--- src/rtl/bmfs_pkg.sv ---
package bmfs_pkg;
   typedef enum logic [1:0] {
      WK_IDLE  = 2'd0,
      WK_MASK  = 2'd1,
      WK_ISSUE = 2'd2
   } walk_state_e;

   localparam int CH_WT  = 0;
   localparam int CH_ACT = 1;
   localparam int CH_N   = 2;
endpackage

--- src/rtl/bmfs_walker.sv ---
module bmfs_walker
   import bmfs_pkg::*;
#(
   parameter int OC_N = 16,
   parameter int BPO  = 16,
   parameter int OCW  = 4,
   parameter int BW   = 4
) (
   input  logic           clk,
   input  logic           rst_n,
   input  logic           start_acc,
   input  logic           mask_valid,
   input  logic           mask_bit,
   output logic           mask_ready,
   input  logic           slots_clear,
   input  logic           slots_pend,
   output logic           load_req,
   output logic [OCW-1:0] oc_idx,
   output logic [BW-1:0]  blk_idx,
   output logic           retire,
   output logic           retire_keep,
   output logic           last_blk,
   output logic           busy,
   output logic           layer_done
);
   walk_state_e state;
   logic        accept;
   logic        last_oc;

   assign mask_ready  = (state == WK_MASK);
   assign accept      = mask_ready && mask_valid;
   assign load_req    = accept && mask_bit;
   assign retire_keep = (state == WK_ISSUE);
   assign retire      = (accept && !mask_bit) || (retire_keep && slots_clear);
   assign last_blk    = (blk_idx == BW'(BPO - 1));
   assign last_oc     = (oc_idx == OCW'(OC_N - 1));
   assign busy        = (state != WK_IDLE);

   always_ff @(posedge clk or negedge rst_n) begin
      if (!rst_n) begin
         state      <= WK_IDLE;
         oc_idx     <= '0;
         blk_idx    <= '0;
         layer_done <= 1'b0;
      end else begin
         layer_done <= 1'b0;
         case (state)
            WK_IDLE: begin
               if (start_acc) begin
                  state   <= WK_MASK;
                  oc_idx  <= '0;
                  blk_idx <= '0;
               end
            end
            WK_MASK: begin
               if (load_req) state <= WK_ISSUE;
            end
            default: ;
         endcase
         if (retire) begin
            if (last_blk && last_oc) begin
               state      <= WK_IDLE;
               layer_done <= 1'b1;
            end else begin
               state <= WK_MASK;
               if (last_blk) begin
                  blk_idx <= '0;
                  oc_idx  <= oc_idx + 1'b1;
               end else begin
                  blk_idx <= blk_idx + 1'b1;
               end
            end
         end
      end
   end

   // mask stream is held while any request of the block is pending
   a_r4_mask_stall: assert property (@(posedge clk) disable iff (!rst_n)
      slots_pend |-> !mask_ready);

   // the done pulse only follows a block retirement
   a_r8_done_after_retire: assert property (@(posedge clk) disable iff (!rst_n)
      layer_done |-> !busy && $past(retire));
endmodule

--- src/rtl/bmfs_req_slot.sv ---
module bmfs_req_slot #(
   parameter int AW = 32
) (
   input  logic          clk,
   input  logic          rst_n,
   input  logic          load,
   input  logic [AW-1:0] load_addr,
   output logic          req_valid,
   output logic [AW-1:0] req_addr,
   input  logic          req_ready,
   output logic          clear_next
);
   assign clear_next = !req_valid || req_ready;

   always_ff @(posedge clk or negedge rst_n) begin
      if (!rst_n) begin
         req_valid <= 1'b0;
         req_addr  <= '0;
      end else if (load) begin
         req_valid <= 1'b1;
         req_addr  <= load_addr;
      end else if (req_valid && req_ready) begin
         req_valid <= 1'b0;
      end
   end

   // a stalled request keeps valid and address
   a_r4_req_hold: assert property (@(posedge clk) disable iff (!rst_n)
      req_valid && !req_ready |=> req_valid && $stable(req_addr));

   // a new block never overwrites a request still waiting
   a_r4_no_overwrite: assert property (@(posedge clk) disable iff (!rst_n)
      load |-> !req_valid);
endmodule

--- src/rtl/bmfs_prune_chk.sv ---
module bmfs_prune_chk #(
   parameter int BPO   = 16,
   parameter int TOTAL = 256,
   parameter int STEP  = 4,
   parameter int ZCW   = 5,
   parameter int CNTW  = 9
) (
   input  logic            clk,
   input  logic            rst_n,
   input  logic            start_acc,
   input  logic [ZCW-1:0]  exp_in,
   input  logic            retire,
   input  logic            keep,
   input  logic            last_blk,
   output logic            prune_err,
   output logic [CNTW-1:0] issued_cnt,
   output logic [CNTW-1:0] skipped_cnt
);
   logic [ZCW-1:0] exp_q;
   logic [ZCW-1:0] zc;
   logic [ZCW-1:0] zc_final;
   logic           step_ok;
   logic           oc_bad;

   assign zc_final = zc + ZCW'(!keep);

   if (STEP <= 1) begin : g_step_any
      assign step_ok = 1'b1;
   end else if ((STEP & (STEP - 1)) == 0) begin : g_step_pow2
      localparam int SLW = $clog2(STEP);
      assign step_ok = (zc_final[SLW-1:0] == '0);
   end else begin : g_step_gen
      assign step_ok = ((32'(zc_final) % STEP) == 0);
   end

   assign oc_bad = (zc_final != exp_q) || !step_ok;

   always_ff @(posedge clk or negedge rst_n) begin
      if (!rst_n) begin
         exp_q       <= '0;
         zc          <= '0;
         prune_err   <= 1'b0;
         issued_cnt  <= '0;
         skipped_cnt <= '0;
      end else if (start_acc) begin
         exp_q       <= exp_in;
         zc          <= '0;
         prune_err   <= 1'b0;
         issued_cnt  <= '0;
         skipped_cnt <= '0;
      end else if (retire) begin
         if (keep) issued_cnt  <= issued_cnt + 1'b1;
         else      skipped_cnt <= skipped_cnt + 1'b1;
         if (last_blk) begin
            zc <= '0;
            if (oc_bad) prune_err <= 1'b1;
         end else begin
            zc <= zc_final;
         end
      end
   end

   // block accounting never exceeds the layer size
   a_r6_count_bound: assert property (@(posedge clk) disable iff (!rst_n)
      ({1'b0, issued_cnt} + {1'b0, skipped_cnt}) <= (CNTW + 1)'(TOTAL));

   // the error flag is sticky within a layer
   a_r7_err_sticky: assert property (@(posedge clk) disable iff (!rst_n)
      prune_err && !start_acc |=> prune_err);

   // the per-channel zero count stays within the channel
   a_r7_zc_bound: assert property (@(posedge clk) disable iff (!rst_n)
      zc < ZCW'(BPO));
endmodule

--- src/rtl/bmfs_gate_drv.sv ---
module bmfs_gate_drv #(
   parameter int OC_N = 16,
   parameter int OCW  = 4
) (
   input  logic            clk,
   input  logic            rst_n,
   input  logic            retire,
   input  logic            keep,
   input  logic [OCW-1:0]  oc_idx,
   output logic [OC_N-1:0] mac_gate_en
);
   for (genvar g = 0; g < OC_N; g++) begin : g_gate
      always_ff @(posedge clk or negedge rst_n) begin
         if (!rst_n) mac_gate_en[g] <= 1'b0;
         else        mac_gate_en[g] <= retire && keep && (oc_idx == OCW'(g));
      end
   end

   // at most one MAC stage is enabled per round
   a_r5_gate_onehot: assert property (@(posedge clk) disable iff (!rst_n)
      $onehot0(mac_gate_en));

   // a gate pulse lasts a single round
   a_r5_gate_pulse: assert property (@(posedge clk) disable iff (!rst_n)
      |mac_gate_en |=> (mac_gate_en & $past(mac_gate_en)) == '0);
endmodule

--- src/rtl/blkmask_fetch_skip.sv ---
module blkmask_fetch_skip
   import bmfs_pkg::*;
#(
   parameter int            IC_N     = 128,
   parameter int            OC_N     = 16,
   parameter int            BLK_CH   = 8,
   parameter int            ELEM_W   = 8,
   parameter int            LINE_W   = 64,
   parameter int            STEP     = 4,
   parameter int            AW       = 32,
   parameter logic [AW-1:0] WT_BASE  = 32'h0001_0000,
   parameter logic [AW-1:0] ACT_BASE = 32'h0008_0000,
   localparam int           BPO      = IC_N / BLK_CH,
   localparam int           TOTAL    = OC_N * BPO,
   localparam int           ZCW      = $clog2(BPO + 1),
   localparam int           CNTW     = $clog2(TOTAL + 1)
) (
   input  logic            clk,
   input  logic            rst_n,
   input  logic            start,
   input  logic [ZCW-1:0]  exp_zero_cnt,
   input  logic            mask_valid,
   input  logic            mask_bit,
   output logic            mask_ready,
   output logic            wt_req_valid,
   output logic [AW-1:0]   wt_req_addr,
   input  logic            wt_req_ready,
   output logic            act_req_valid,
   output logic [AW-1:0]   act_req_addr,
   input  logic            act_req_ready,
   output logic [OC_N-1:0] mac_gate_en,
   output logic            busy,
   output logic            layer_done,
   output logic            prune_err,
   output logic [CNTW-1:0] issued_cnt,
   output logic [CNTW-1:0] skipped_cnt
);
   localparam int LINE_BYTES = LINE_W / 8;
   localparam int LSH        = $clog2(LINE_BYTES);
   localparam int OCW        = (OC_N > 1) ? $clog2(OC_N) : 1;
   localparam int BW         = (BPO > 1) ? $clog2(BPO) : 1;

   if (IC_N % BLK_CH != 0) begin : g_bad_ic
      $error("IC_N must be a whole number of blocks");
   end
   if (BLK_CH * ELEM_W != LINE_W) begin : g_bad_line
      $error("a block must fill exactly one memory line");
   end
   if ((LINE_BYTES & (LINE_BYTES - 1)) != 0) begin : g_bad_lb
      $error("line size must be a power of two bytes");
   end
   if (STEP < 1) begin : g_bad_step
      $error("STEP must be at least 1");
   end

   logic            start_acc;
   logic            load_req;
   logic [OCW-1:0]  oc_idx;
   logic [BW-1:0]   blk_idx;
   logic            retire;
   logic            retire_keep;
   logic            last_blk;
   logic            slots_clear;
   logic            slots_pend;
   logic [AW-1:0]   slot_ld_addr [CH_N];
   logic [AW-1:0]   slot_addr    [CH_N];
   logic [CH_N-1:0] slot_valid;
   logic [CH_N-1:0] slot_ready;
   logic [CH_N-1:0] slot_clr;

   assign start_acc = start && !busy;

   assign slot_ld_addr[CH_WT]  = WT_BASE +
      ((AW'(oc_idx) * AW'(BPO) + AW'(blk_idx)) << LSH);
   assign slot_ld_addr[CH_ACT] = ACT_BASE + (AW'(blk_idx) << LSH);

   assign slot_ready[CH_WT]  = wt_req_ready;
   assign slot_ready[CH_ACT] = act_req_ready;
   assign slots_clear        = &slot_clr;
   assign slots_pend         = |slot_valid;

   bmfs_walker #(
      .OC_N(OC_N), .BPO(BPO), .OCW(OCW), .BW(BW)
   ) u_walker (
      .clk(clk), .rst_n(rst_n), .start_acc(start_acc),
      .mask_valid(mask_valid), .mask_bit(mask_bit), .mask_ready(mask_ready),
      .slots_clear(slots_clear), .slots_pend(slots_pend),
      .load_req(load_req), .oc_idx(oc_idx), .blk_idx(blk_idx),
      .retire(retire), .retire_keep(retire_keep), .last_blk(last_blk),
      .busy(busy), .layer_done(layer_done)
   );

   for (genvar g = 0; g < CH_N; g++) begin : g_slot
      bmfs_req_slot #(.AW(AW)) u_slot (
         .clk(clk), .rst_n(rst_n),
         .load(load_req), .load_addr(slot_ld_addr[g]),
         .req_valid(slot_valid[g]), .req_addr(slot_addr[g]),
         .req_ready(slot_ready[g]), .clear_next(slot_clr[g])
      );
   end

   assign wt_req_valid  = slot_valid[CH_WT];
   assign wt_req_addr   = slot_addr[CH_WT];
   assign act_req_valid = slot_valid[CH_ACT];
   assign act_req_addr  = slot_addr[CH_ACT];

   bmfs_prune_chk #(
      .BPO(BPO), .TOTAL(TOTAL), .STEP(STEP), .ZCW(ZCW), .CNTW(CNTW)
   ) u_chk (
      .clk(clk), .rst_n(rst_n), .start_acc(start_acc), .exp_in(exp_zero_cnt),
      .retire(retire), .keep(retire_keep), .last_blk(last_blk),
      .prune_err(prune_err), .issued_cnt(issued_cnt), .skipped_cnt(skipped_cnt)
   );

   bmfs_gate_drv #(.OC_N(OC_N), .OCW(OCW)) u_gate (
      .clk(clk), .rst_n(rst_n), .retire(retire), .keep(retire_keep),
      .oc_idx(oc_idx), .mac_gate_en(mac_gate_en)
   );

   // a pruned block raises no request in the following cycle
   a_r3_skip_quiet: assert property (@(posedge clk) disable iff (!rst_n)
      mask_valid && mask_ready && !mask_bit |=> !wt_req_valid && !act_req_valid);

   // a gate pulse follows an accepted request handshake
   a_r5_gate_after_fetch: assert property (@(posedge clk) disable iff (!rst_n)
      |mac_gate_en |-> $past((wt_req_valid && wt_req_ready) ||
                             (act_req_valid && act_req_ready)));

   // every block of the layer is accounted for at completion
   a_r6_sum_at_done: assert property (@(posedge clk) disable iff (!rst_n)
      layer_done |-> ({1'b0, issued_cnt} + {1'b0, skipped_cnt}) == (CNTW + 1)'(TOTAL));
endmodule

--- config.mk ---
export PLATFORM = sky130hd
export DESIGN_NAME = blkmask_fetch_skip
export DESIGN_NICKNAME = d
export VERILOG_FILES = /design/src/rtl/bmfs_pkg.sv /design/src/rtl/bmfs_walker.sv /design/src/rtl/bmfs_req_slot.sv /design/src/rtl/bmfs_prune_chk.sv /design/src/rtl/bmfs_gate_drv.sv /design/src/rtl/blkmask_fetch_skip.sv
export SDC_FILE = /design/constraint.sdc
export NUM_CORES = 1
export LEC_CHECK = 0
export BUFFER_PORTS_ARGS = -buffer_cell sky130_fd_sc_hd__clkbuf_2
export CAP_MARGIN = 20
export CELL_PAD_IN_SITES_DETAIL_PLACEMENT = 0
export CELL_PAD_IN_SITES_GLOBAL_PLACEMENT = 1
export CORE_MARGIN = 3
export CORE_UTILIZATION = 41
export CTS_CLUSTER_SIZE = 25
export DETAILED_ROUTE_END_ITERATION = 10
export PLACE_DENSITY = 0.92
export SLEW_MARGIN = 0
export SYNTH_ARGS = -nofsm -noshare
export SYNTH_HDL_FRONTEND = slang
export SYNTH_SLANG_ARGS = --single-unit
--- constraint.sdc ---
create_clock -name clk -period 5.6 [get_ports clk]
set_clock_uncertainty 0.1 [all_clocks]
set_input_delay 0.84 -clock clk [delete_from_list [all_inputs] [get_ports clk]]
set_output_delay 0.84 -clock clk [all_outputs]
set_load 0.005 [all_outputs]
# ---- After elaboration in Yosys (flattened, before gate mapping)
# Index checks and enable logic that the tools add are counted.
dict set report op_classes {
  order_cmp 0
  mux 34
  bitwise 0
  add_sub_neg 8
  n_mul 0
  reduce_logical 51
  div_mod_pow 0
  eq_ne 22
  n_shift 0
}
# operator count
set ops {}
lappend ops {{two-way mux 9 bit} 6}
lappend ops {{two-way mux 4 bit} 10}
lappend ops {{== test 4 bit, second input constant} 9}
lappend ops {{logical AND 1 bit} 25}
lappend ops {{adder 20 x 7 -> 21 bit, first input constant} 1}
lappend ops {{adder 17 x 12 -> 18 bit, first input constant} 1}
lappend ops {{adder 9 x 1 -> 9 bit, second input constant} 2}
lappend ops {{== test 4 x 3 -> 1 bit, second input constant} 4}
lappend ops {{two-way mux 5 bit} 3}
lappend ops {{nonzero test 2 bit} 7}
lappend ops {{two-way mux 1 bit} 11}
lappend ops {{adder 8 x 4 -> 9 bit} 1}
lappend ops {{adder 4 x 1 -> 4 bit, second input constant} 2}
lappend ops {{== test 4 x 2 -> 1 bit, second input constant} 2}
lappend ops {{zero test 1 bit} 6}
lappend ops {{two-way mux 2 bit} 3}
lappend ops {{AND reduction 2 bit} 3}
lappend ops {{AND reduction 3 bit} 2}
lappend ops {{adder 5 x 1 -> 5 bit} 1}
lappend ops {{inequality test 5 bit} 1}
lappend ops {{== test 4 x 1 -> 1 bit, second input constant} 1}
lappend ops {{zero test 2 bit} 2}
lappend ops {{zero test 4 bit} 1}
lappend ops {{logical OR 1 bit} 4}
lappend ops {{other kinds (7)} 7}
dict set report totals {
  romBits 0
  output_inout_bits 104
  mem_count 0
  latch_bits 0
  mem_bits_rw 0
  in_bits 12
  register_bits 122
  wordCells 144
}

# ---- Longest topological paths before layout
# Gate-level depths: netlist of the first run.
dict set report logic_depth {
  depth_word 10
  mapped_depth 8
  depth_no_buf 8
}

# ---- Hierarchy
# Synthesis of the first run repeated with hierarchy kept, for this count alone.
dict set report unflattened {
  cells_unflattened 399
  hier_area_um2 5466.5
}
# mod n_inst area_each_um2 cells_per_inst seq_area_each_um2
set modules_own_cells {}
lappend modules_own_cells {bmfs_req_slot 2 1378.8 71 825.8}
lappend modules_own_cells {bmfs_prune_chk 1 1481.4 143 725.7}
lappend modules_own_cells {bmfs_walker 1 684.4 70 275.3}
lappend modules_own_cells {bmfs_gate_drv 1 516.7 39 400.4}
lappend modules_own_cells {blkmask_fetch_skip 1 26.3 5 0.0}

# ---- Worst setup path before layout of the first run
# No wires, ideal clock.
dict set report synth_timing {
  path_kind {input -> register}
  start {in mask_bit}
  end {reg u_chk.zc[2]}
  n_path_buf 2
  required_time_ns 5.374
  arrival_time_ns 1.884
  setup_slack_ns 3.491
  setup_time_ns 0.126
  path_stages 6
  path_cell_list {and4bb_1 buf_6 a31o_1 buf_6 and4_4 a221o_1}
}
dict set report synth_via {
  elab_chain_len 4
}
# item line
set synth_lines {}
lappend synth_lines {{start: declaration} blkmask_fetch_skip.sv:23} ;# input logic mask_bit,
lappend synth_lines {{zero test 1 bit} bmfs_walker.sv:34} ;# assign retire = (accept && !mask_bit) || (retire_keep && slots_clear);
lappend synth_lines {{logical AND 1 bit} bmfs_walker.sv:34}
lappend synth_lines {{logical OR 1 bit} bmfs_walker.sv:34}
lappend synth_lines {{nonzero test 2 bit (no line)} --}
lappend synth_lines {{end signal: assignment} bmfs_prune_chk.sv:58} ;# zc <= zc_final;
lappend synth_lines {{end: declaration} bmfs_prune_chk.sv:20} ;# logic [ZCW-1:0] zc;
# No other way between the ends.
# A chain may end at the register's enable or synchronous reset.

# ---- Worst setup path in the final report of the first run
dict set report layout_timing {
  start {reg u_walker.state[0]}
  end {reg u_chk.prune_err}
}
dict set report layout_via {
  elab_chain_len 8
  elab_cells_between_ends 20
  cone_classes {1 x add/sub; 3 x eq/ne; 1 x mux; 15 x reduce/logical}
}
# item line
set layout_lines {}
lappend layout_lines {{start: declaration} bmfs_walker.sv:26} ;# walk_state_e state;
lappend layout_lines {{start signal: assignment} bmfs_walker.sv:41} ;# state <= WK_IDLE;
lappend layout_lines {{start signal: assignment} bmfs_walker.sv:50} ;# state <= WK_MASK;
lappend layout_lines {{start signal: assignment} bmfs_walker.sv:56} ;# if (load_req) state <= WK_ISSUE;
lappend layout_lines {{parallel branches: the longest is 8 deep, another holds adder 5 x 1 -> 5 bit} --}
lappend layout_lines {{end signal: assignment} bmfs_prune_chk.sv:42} ;# prune_err <= 1'b0;
lappend layout_lines {{end signal: assignment} bmfs_prune_chk.sv:48} ;# prune_err <= 1'b0;
lappend layout_lines {{end signal: assignment} bmfs_prune_chk.sv:56} ;# if (oc_bad) prune_err <= 1'b1;
lappend layout_lines {{end: declaration} bmfs_prune_chk.sv:15} ;# output logic prune_err,
# Several ways; the timed one is not identified.

==> results of run 1 <==
-- power breakdown --
group          switching (mW)  internal [mW]  total, mW
clock                   0.194          0.299      0.493
sequential             0.0960          0.574      0.670
combinational           0.238          0.184      0.422
total                   0.528           1.06       1.58
-- per-stage QoR --
step | util | power, mW
final | 0.4764 | 1.585
after global routing | 0.4764 | 1.693
after CTS | 0.4764 | 1.605
after detailed placement | 0.4464 | 1.105
after global placement | 0.4464 | 1.091
after floorplan | - | 1.001
-- registers in the layout (all words and copies together) (netlist names) --
| signal | cells |
|---|---|
| u_gate.mac_gate_en | 16 |
| g_slot.u_slot.req_addr | 9 |
| u_chk.issued_cnt | 9 |
| u_chk.skipped_cnt | 9 |
| u_chk.exp_q | 5 |
| u_chk.zc | 5 |
| u_walker.blk_idx | 4 |
| u_walker.oc_idx | 4 |
| g_slot.u_slot.req_valid | 2 |
| u_walker.state | 2 |
| u_chk.prune_err | 1 |
| u_walker.layer_done | 1 |
-- cells by family after synthesis --
| group | after synthesis | share of synthesized area |
|---|---|---|
| and+or+nand+nor | 132 | 0.2033 |
| buffers and inverters | 73 | 0.1436 |
| DFF | 67 | 0.4787 |
| AOI/OAI and AO/OA | 37 | 0.07431 |
| xor gates and xnor gates | 12 | 0.03001 |
| muxes | 12 | 0.03680 |
| adders and majority gates | 9 | 0.03215 |
| other | 1 | 0.001071 |
-- synth_stat cells, types with 6 or more instances --
cell,instances,area share
dfrtp_1,67,0.48
mux2_2,6,0.019
xor2_1,7,0.018
nand4_1,7,0.013
nor2_1,20,0.021
a21oi_1,9,0.013
o21ai_0,7,0.010
nand3_1,14,0.020
buf_4,56,0.12
inv_1,7,0.0075
and2_1,13,0.023
and3_1,10,0.018
ha_1,9,0.032
nand2_1,38,0.041
-- worst min path at each step --
| stage | end | slack [ns] |
|---|---|---|
| 3_5_place_dp | u_chk.exp_q[0]$_DFFE_PN0P_ | 0.37 |
| 6_report | g_slot[0].u_slot.req_addr[7]$_DFFE_PN0P_ | 0.39 |
| 4_1_cts | u_chk.exp_q[0]$_DFFE_PN0P_ | 0.39 |
| 3_3_place_gp | u_chk.exp_q[0]$_DFFE_PN0P_ | 0.36 |
| 2_1_floorplan | u_chk.exp_q[1]$_DFFE_PN0P_ | 0.35 |
| 5_1_grt | u_chk.exp_q[4]$_DFFE_PN0P_ | 0.42 |
-- placed cells by master, fill, tap and decap left out, types with 9 or more instances in the layout --
master,n
nand2_1,38
and3_1,10
clkbuf_8,9
clkbuf_2,64
conb_1,50
nand3_1,14
dfrtp_1,67
nor2_1,20
and2_1,13
a21oi_1,9
ha_1,9
-- per-layer routing --
metal	GRT usage	routed length, µm	share of wire
met5	0	0	0
met4	0.05042	75	0.011
met3	0.04176	478	0.071
met2	0.2293	3272	0.49
met1	0.1820	2911	0.43
-- critical path: cells and delay by family (launching register included) --
kind / cells / cell delay [ns]
compound gates: 1 / 0.23
buf+inv: 1 / 0.08
simple gates: 2 / 0.45
fa+ha+maj: 2 / 0.47
xor+xnor: 1 / 0.25
mux: 1 / 0.11
flops: 1 / 0.48
-- layout make-up --
cell class                      instances  share of cell area
Sequential cell                        67              0.4262
Clock buffer                            9             0.03149
Timing Repair Buffer                   67             0.08651
Inverter                                7            0.006679
Multi-Input combinational cell        252              0.3842
Tap cell                              105             0.03340
Clock inverter                          7             0.03149
==> summary.txt, run 1 <==
STA
  – Worst setup slack after layout: 3.334 ns
  – Min Hold Slack: 0.3859 ns
  – Setup TNS Final: 0 ns
  – Worst slew pin tran: 0.8257 ns
  – Crit share post-route: 0.4047
  – Final Max Tran Viols: 0
  – Fin. Hold Viols: 0
  – FMAX: 0.4413 GHz
  – Slew HR: 0.4495
  – RSZ-0062 raised after global routing: false
  – Final Setup Violations: 0
  – Final critical-path required period: 2.266 ns

Yosys
  – Synth unique cells: 50
  – Ys Warns: 0
  – Syn Std Cell Area: 3502 µm²
  – Async S/R FF share, synth: 1.000
  – FF+latch count, synth: 67
  – Sequential element share of the synthesized area: 0.4787
  – Avg Cell Area, Syn: 10.21 µm²
  – Post-synth EDFFs: 0
  – Synth Flop Type: dfrtp_1
  – Post-Syn Instances: 343

Worst setup path
  – R2r setup slk: 3.33 ns
  – Required time worst endpoint: 5.75 ns
  – CP endpoint kind: flop
  – Crit path capture: u_chk.prune_err$_DFFE_PN0P_
  – Worst Setup Start Kind: flop
  – R2r startpoint: u_walker.state[0]$_DFFE_PN0P_
  – CP arrival: 2.41 ns
  – R2R depth: 8
  – Crit Path Class: reg -> reg
  – Critical path, cell by cell: and2b_4 > inv_1 > ha_1 > ha_1 > nand3_1 > xor2_1 > mux2i_1 > a211oi_1
  – Most common cell on crit path: ha_1
  – Launch point of the worst path: u_walker.state[0]$_DFFE_PN0P_
  – Worst Path Max Fanout: 8
  – Worst reg2reg path endpoint: u_chk.prune_err$_DFFE_PN0P_
  – Slowest stage cell on the critical path: dfrtp_1
  – Largest stage delay, worst path: 0.48 ns

Floorplanning
  – I/O pins: 116
  – Row cnt: 33
  – Chip width: 98.42 µm
  – Die area: 9687 µm²
  – Die Ht: 98.42 µm
  – Core ar.: 8258 µm²
  – Initial core utilization: 0.4241

Place
  – Cells after DPL: 498
  – Routability Congestion: 0.8409
  – DP HPWL: 4861 µm
  – Setup Slack @ Placement: 3.000 ns
  – Port Buffer Count: 65
  – Area post-placement: 3686 µm²

Drt
  – Vias/cell: 4.877
  – Routed via count: 2507
  – Drt initial violations: 98
  – DR DRC count: 0
  – WL/cell: 13.11 µm
  – Drt first pass iters: 4
  – DRT antenna net count: 0
  – Final WL: 6737 µm

CTS
  – Clock latency on the worst-skew pair: 0.34 ns
  – H-tree depth: 3
  – Clock Tree Root: clkbuf_8
  – Postcts setup bufs: 0
  – Max clock buf depth: 2
  – CTS Sinks: 67
  – Cts repair resizes: 0
  – Clock Pin Slew Worst Setup and Hold Paths: 0.07 ns
  – CTS Buf Count: 9
  – Number of hold buffers added after cts: 0
  – CTS tree: done

Worst hold path
  – Tightest Hold Check Type: reg -> reg
  – Worst hold path cell count: 2
  – Hold Crit Start: g_slot[0].u_slot.req_addr[7]$_DFFE_PN0P_

Cells and area
  – Cell area after layout: 3934 µm²
  – Area of the multi-input gates: 1511 µm²
  – Layout cells sized above 1: 0.2396
  – Finished Layout Cells: 514
  – Layout Nets: 425
  – Layout fillers: 798
  – Antenna diodes: 0
  – Synth-to-Final Area Change: 12.33%
  – Seq. cell area: 1677 µm²

Power and ir drop
  – PwrDens: 402.9 nW/µm²
  – Static leakage: 2.050 nW
  – Peak VDD IR: 0.1683 mV

Global routing
  – First-pass GRT wire length: 11130 µm
  – Vias in the first global route: 2287
  – Largest net degree at the start of global routing: 68
  – Antenna violations before repair: 0
  – Overflow after GRT: 0
  – Overall routing resource usage: 0.1418

Job
  – Max Cap Violations: 0

Run status
  – Status: complete, no violations
(Power assumes the default switching activity.)
==> run 2, diff against run 1 <==
- CORE_UTILIZATION: 41 -> 38
- PLACE_DENSITY: 0.92 -> 0.87
- clock period: 5.6 -> 2.1 ns (I/O delays scaled with it)
==> run 2 against run 1 <==
Net effect: via count rose by 0.40%; first-iteration DRC count rose by 7.1%; power rose to 2.6 times the previous value; clock power rose by 120%; sequential power rose to 2.7 times the previous value; largest power group unchanged; highest routed layer unchanged; critical path depth did not move; sequential share of layout area fell by 0.86 points; count of clock-buffer cells in the layout did not move; worst hold slack got worse by 0.33 ns.
==> summary.txt, run 2 (synthesis results as in run 1) <==
Global routing
  – Overall routing resource usage: 0.1418 (about the same)
  – Antenna violations before repair: 0 (unchanged)
  – First-pass GRT wire length: 11410 µm (+2.5%)
  – Largest net degree at the start of global routing: 27 (-60%)
  – Vias in the first global route: 2328 (+1.8%)
  – Overflow after GRT: 0 (unchanged)

Worst setup path
  – CP top delay family: flip-flops
  – Launch point of the worst path: u_walker.state[1]$_DFFE_PN0P_
  – Worst reg2reg path endpoint: u_chk.prune_err$_DFFE_PN0P_
  – Worst Path Max Fanout: 7 (-1)
  – Crit Path Class: reg -> reg
  – Slowest stage cell on the critical path: dfrtp_2
  – CP arrival: 2.16 ns (-0.25 ns)
  – Worst path depth: 8 (unchanged)
  – Critical path, cell by cell: and2b_4 > inv_1 > ha_1 > ha_2 > nand3_1 > xor2_2 > mux2i_1 > a211oi_2
  – Largest stage delay, worst path: 0.45 ns (-0.03 ns)
  – R2r startpoint: u_walker.state[1]$_DFFE_PN0P_
  – Worst Setup Start Kind: flop
  – Crit path capture: u_chk.prune_err$_DFFE_PN0P_
  – R2r setup slk: 0.06 ns (-3.27 ns)
  – Required time worst endpoint: 2.22 ns (-3.53 ns)
  – R2R depth: 8 (unchanged)
  – WP buf/inv: 1 (unchanged)
  – CP endpoint kind: flop

STA
  – FMAX: 0.4913 GHz (+11%)
  – Min Hold Slack: 0.05478 ns (-0.3311 ns)
  – RSZ-0062 raised after global routing: true
  – Setup TNS Final: 0 ns (unchanged)
  – Worst setup slack after layout: 0.06457 ns (-3.269 ns)
  – Final Max Tran Viols: 0 (unchanged)
  – Crit share post-route: 0.9693 (+0.5646)
  – Fin. Hold Viols: 0 (unchanged)
  – Slew HR: 0.6096 (+0.1601)
  – Worst slew pin tran: 0.5840 ns (-0.2418 ns)
  – Final critical-path required period: 2.035 ns (-0.2308 ns)
  – Final Setup Violations: 0 (unchanged)

Drt
  – Vias/cell: 4.776 (-2.1%)
  – Routed via count: 2517 (+0.40%)
  – Drt initial violations: 105 (+7.1%)
  – DR DRC count: 0 (unchanged)
  – Drt first pass iters: 5 (+1)
  – DRT antenna net count: 0 (unchanged)
  – Final WL: 7187 µm (+6.7%)
  – WL/cell: 13.64 µm (+4.0%)

Cells and area
  – Antenna diodes: 0 (unchanged)
  – Synth-to-Final Area Change: 14.72%
  – Final core utilization: 0.4540 (-0.02232)
  – Cell area after layout: 4018 µm² (+2.1%)
  – Most frequent cells in the layout: 66 x dfrtp_1, 64 x clkbuf_2, 50 x conb_1, 38 x nand2_1, 20 x nor2_1
  – Layout cells sized above 1: 0.2649 (+0.02531)
  – Most common cell after layout, fill and taps aside: dfrtp_1
  – Layout Nets: 435 (+2.4%)
  – Max reg flops: 16 (unchanged)
  – Finished Layout Cells: 527 (+2.5%)
  – Largest Register: u_gate.mac_gate_en

Floorplanning
  – I/O pins: 116 (unchanged)
  – Initial core utilization: 0.3958 (-0.02830)
  – Die Ht: 102 µm (+3.6%)
  – Row cnt: 34 (+3.0%)
  – Die area: 10400 µm² (+7.4%)
  – Core ar.: 8848 µm² (+7.2%)
  – Chip width: 102 µm (+3.6%)

Power and ir drop
  – Overall power: 4.105 mW (+160%)
  – Static leakage: 2.080 nW (+1.5%)
  – Peak VDD IR: 0.4363 mV (+160%)
  – Combinational Power Share: 0.306 (+0.040)
  – Sw frac: 0.3540 (+0.02072)
  – Switch Pwr: 1.453 mW (+180%)
  – Reg power frac: 0.433 (+0.010)
  – Clock network fraction of design power: 0.262 (-0.049)
  – PwrDens: 1022 nW/µm² (+150%)
  – Cell internal pwr: 2.652 mW (+150%)

Place
  – Setup Slack @ Placement: 0.05264 ns (-2.947 ns)
  – Cells after DPL: 510 (+2.4%)
  – DP HPWL: 5375 µm (+11%)
  – Port Buffer Count: 65 (unchanged)
  – Area post-placement: 3782 µm² (+2.6%)
  – Routability Congestion: 0.8620 (+2.5%)

CTS
  – Max clock buf depth: 2 (unchanged)
  – Clock Tree Root: clkbuf_8
  – CTS Sinks: 67 (unchanged)
  – Clock Pin Slew Worst Setup and Hold Paths: 0.07 ns (about the same)
  – Clock latency on the worst-skew pair: 0.35 ns (about the same)
  – CTS Buf Count: 9 (unchanged)
  – H-tree depth: 3 (unchanged)
  – CTS tree: done
  – Postcts setup bufs: 0 (unchanged)

Job
  – Max Cap Violations: 0 (unchanged)

Worst hold path
  – Tightest Hold Check Type: in -> reg

Run status
  – Status: complete, no violations
-- run 2: timing repair --
item	4_1_cts	5_1_grt
hold buffers	1	0
hold endpoints to repair	24	0
endpoints found under the setup margin	0	5
gates resized for setup	0	5
-- run 2: final cells by class --
type / count / area (µm²)
fillers: 815 / 4831
flip-flops and latches: 67 / 1678
multi-input cells: 252 / 1535
repair buffers: 77 / 442.9
well taps: 108 / 135.1
clock buffers: 9 / 123.9
clock inverters: 7 / 76.32
inverters: 7 / 26.28
-- run 2: power groups by stage --
| stage | Clock [mW] | Sequential [mW] | Combinational, mW |
|---|---|---|---|
| after global placement | 0 | 1.79 | 1.21 |
| after detailed placement | 0 | 1.80 | 1.23 |
| after global routing | 1.15 | 1.82 | 1.42 |
| after floorplan | 0 | 1.75 | 0.918 |
| after CTS | 1.10 | 1.78 | 1.25 |
| final | 1.07 | 1.78 | 1.25 |
-- run 2: worst min path at each step --
stage | from | endpoint | slack [ns] | cells past startpoint
after CTS | exp_zero_cnt[3] | u_chk.exp_q[3]$_DFFE_PN0P_ | 0.05 | 3
after global routing | exp_zero_cnt[3] | u_chk.exp_q[3]$_DFFE_PN0P_ | 0.05 | 3
final | exp_zero_cnt[3] | u_chk.exp_q[3]$_DFFE_PN0P_ | 0.05 | 3
after detailed placement | rst_n | u_gate.mac_gate_en[5]$_DFF_PN0_ | 0.25 | 1
after floorplan | rst_n | g_slot[0].u_slot.req_addr[10]$_DFFE_PN0P_ | -0.08 | 0
after global placement | rst_n | u_gate.mac_gate_en[5]$_DFF_PN0_ | 0.24 | 1
-- run 2: routing by layer --
metal  share of wire  vias up  global-route usage  wire, µm
met5               0        -                   0         0
met4           0.015        0             0.05651       109
met2            0.46       96              0.2229      3314
met3           0.072       11             0.04846       515
met1            0.45     1204              0.1797      3247
li1                -     1206                   -         -
-- run 2: tightest hold or removal path, delay by kind of cell --
| family | cells | cell delay (ns) |
|---|---|---|
| buf+inv | 1 | 0.07 |
| simple gates | 2 | 0.08 |
==> run 3, diff against run 2 <==
- CORE_UTILIZATION: 38 -> 45
- PLACE_DENSITY: 0.87 -> 0.88
- SYNTH_HIERARCHICAL: unset -> 1
==> run 3 against run 2 <==
Net effect: the flow now finishes with violations (negative setup slack); power grew 130%; worst hold slack got worse by 0.019 ns; flip-flop and latch count up 55; maximum frequency decreased by 3.9%; global-route usage is 3.8 points higher; largest power group unchanged.
==> summary.txt, run 3 <==
STA
  – FMAX: 0.4721 GHz (-3.9%)
  – Min Hold Slack: 0.03580 ns (-0.01898 ns)
  – Crit share post-route: 1.009 (+0.03952)
  – Worst setup slack after layout: -0.01842 ns (-0.08299 ns)
  – RSZ-0062 raised after global routing: true
  – Final critical-path required period: 2.118 ns (+0.08299 ns)
  – Final Setup Violations: 1 (+1)
  – Fin. Hold Viols: 0 (unchanged)
  – Final Max Tran Viols: 0 (unchanged)

Cells and area
  – Cell area after layout: 7148 µm² (+78%)
  – Biggest regs: g_slot.u_slot/req_addr (64), u_gate/mac_gate_en (16)
  – Layout cells sized above 1: 0.4262 (+0.1613)
  – Layout Nets: 603 (+39%)
  – Largest Register: g_slot.u_slot/req_addr
  – Most common cell after layout, fill and taps aside: dfrtp_1
  – Layout fillers: 935 (+15%)
  – Antenna diodes: 0 (unchanged)
  – Synth-to-Final Area Change: 30.91%
  – Max reg flops: 64 (+48)
  – Most frequent cells in the layout: 121 x dfrtp_1, 114 x clkbuf_2, 58 x mux2_4, 52 x conb_1, 33 x nor2_1

Worst setup path
  – Worst Setup Start Kind: flop
  – CP arrival: 2.28 ns (+0.12 ns)
  – Required time worst endpoint: 2.26 ns (+0.04 ns)
  – Worst Path Max Fanout: 3 (-4)
  – CP endpoint kind: flop
  – Crit Path Class: reg -> reg

Floorplanning
  – Row cnt: 39 (+15%)
  – Die area: 13490 µm² (+30%)
  – I/O pins: 116 (unchanged)
  – Initial core utilization: 0.4702 (+0.07437)
  – Die Ht: 116.2 µm (+14%)
  – Core ar.: 11610 µm² (+31%)
  – Chip width: 116.2 µm (+14%)

Power and ir drop
  – Sw frac: 0.2727 (-0.08124)
  – Peak VDD IR: 0.9015 mV (+110%)
  – Switch Pwr: 2.594 mW (+79%)
  – PwrDens: 1331 nW/µm² (+30%)
  – Cell internal pwr: 6.919 mW (+160%)
  – Static leakage: 3.615 nW (+74%)
  – Clock network fraction of design power: 0.328 (+0.066)
  – Reg power frac: 0.375 (-0.058)
  – Combinational Power Share: 0.298 (-0.008)

Worst hold path
  – Tightest Hold Check Type: in -> reg

Drt
  – DR DRC count: 0 (unchanged)
  – Drt first pass iters: 4 (-1)
  – Final WL: 11070 µm (+54%)
  – Routed via count: 3682 (+46%)
  – Vias/cell: 4.982 (+4.3%)
  – Drt initial violations: 225 (+110%)
  – DRT antenna net count: 0 (unchanged)
  – WL/cell: 14.98 µm (+9.8%)

CTS
  – CTS Sinks: 122 (+82%)
  – H-tree depth: 4 (+1)
  – Max clock buf depth: 2 (unchanged)
  – Clock Tree Root: clkbuf_16
  – Clock latency on the worst-skew pair: 0.41 ns (+0.06 ns)
  – CTS tree: done
  – Clock Pin Slew Worst Setup and Hold Paths: 0.05 ns (-0.02 ns)
  – CTS Buf Count: 17 (+8)

Place
  – Area post-placement: 6440 µm² (+70%)
  – Routability Congestion: 0.8112 (-5.9%)
  – Port Buffer Count: 115 (+77%)
  – DP HPWL: 7675 µm (+43%)

Global routing
  – Overall routing resource usage: 0.1801 (+0.03831)
  – Vias in the first global route: 3831 (+65%)
  – Largest net degree at the start of global routing: 46 (+70%)
  – Antenna violations before repair: 0 (unchanged)
  – First-pass GRT wire length: 18690 µm (+64%)
  – Overflow after GRT: 0 (unchanged)

Run status
  – Failing checks: negative setup slack
  – Status: finished with violations

Yosys
  – Avg Cell Area, Syn: 13.72 µm² (+34%)
  – Ys Warns: 6 (+6)
  – Post-Syn Instances: 398 (+16%)
  – Syn Std Cell Area: 5460 µm² (+56%)

Job
  – Max Cap Violations: 0 (unchanged)
## run 3: through the flow
| stage | utilization | std cells | setup TNS [ns] | power (mW) | setup slack (ns) |
|---|---|---|---|---|---|
| 6_report | 0.6155 | 739 | -0.01842 | 9.513 | -0.01842 |
| 2_1_floorplan | - | 448 | -0.04753 | 5.298 | -0.04694 |
| 3_5_place_dp | 0.5545 | 706 | -0.1764 | 6.319 | -0.08971 |
| 5_1_grt | 0.6155 | 739 | -0.09717 | 10.07 | -0.09717 |
| 4_1_cts | 0.6117 | 739 | 0 | 9.547 | 0.008093 |
| 3_3_place_gp | 0.5545 | 706 | -0.03749 | 6.206 | -0.03749 |
## run 3: area by class of cell
| type | instances | area [µm²] | area share |
|---|---|---|---|
| sequential | 122 | 3054 | 0.4273 |
| multi-input combinational | 299 | 2459 | 0.3440 |
| timing repair buffer | 135 | 784.5 | 0.1097 |
| clock buffer | 21 | 460.4 | 0.06441 |
| tap | 143 | 178.9 | 0.02503 |
| clock inverter | 9 | 170.2 | 0.02381 |
| inverter | 10 | 41.29 | 0.005776 |
## run 3: routing by layer
metal	track usage	wire length [µm]	part of all wire	up-vias
met4	0.07734	187	0.017	0
met1	0.2174	4702	0.42	1833
met2	0.2877	5422	0.49	105
li1	-	-	-	1728
met5	0	0	0	-
met3	0.07150	754	0.068	16
## run 3: power by group through the flow
stage / combinational [mW] / clock [mW] / sequential [mW]
floorplan: 1.74 / 0 / 3.56
global placement: 2.66 / 0 / 3.55
global route: 3.10 / 3.30 / 3.67
CTS: 2.79 / 3.19 / 3.57
finish: 2.83 / 3.12 / 3.56
detailed placement: 2.72 / 0 / 3.60
## run 3: final timing paths
check	start	end	slack [ns]	cells after the start
setup / recovery	u_walker/state[0]$_DFFE_PN0P_	u_chk/prune_err$_DFFE_PN0P_	-0.02	7
hold / removal	exp_zero_cnt[2]	u_chk/exp_q[2]$_DFFE_PN0P_	0.04	2
setup reg to reg	u_walker/state[0]$_DFFE_PN0P_	u_chk/prune_err$_DFFE_PN0P_	-0.02	7
hold reg to reg	g_slot[0].u_slot/req_addr[28]$_DFFE_PN0P_	g_slot[0].u_slot/req_addr[28]$_DFFE_PN0P_	0.40	1
max in group asynchronous	rst_n	u_walker/blk_idx[3]$_DFF_PN0_	1.08	3
min in group asynchronous	rst_n	u_chk/issued_cnt[8]$_DFFE_PN0P_	0.26	2
## run 3: worst max-delay path, cell delays in order (launching register included)
cell	delay, ns
dfrtp_2	0.43
nor2b_4	0.12
inv_1	0.07
ha_4	0.17
ha_4	0.21
or4_4	0.55
nor3_4	0.19
a311oi_2	0.12
## run 3: what timing repair did
action | 4_1_cts | 5_1_grt
gates resized for setup | 3 | 9
pin swaps | 0 | 1
hold buffers | 1 | 0
endpoints found under the hold margin | 24 | 0
buffers inserted | 2 | 0
endpoints found under the setup margin | 4 | 15
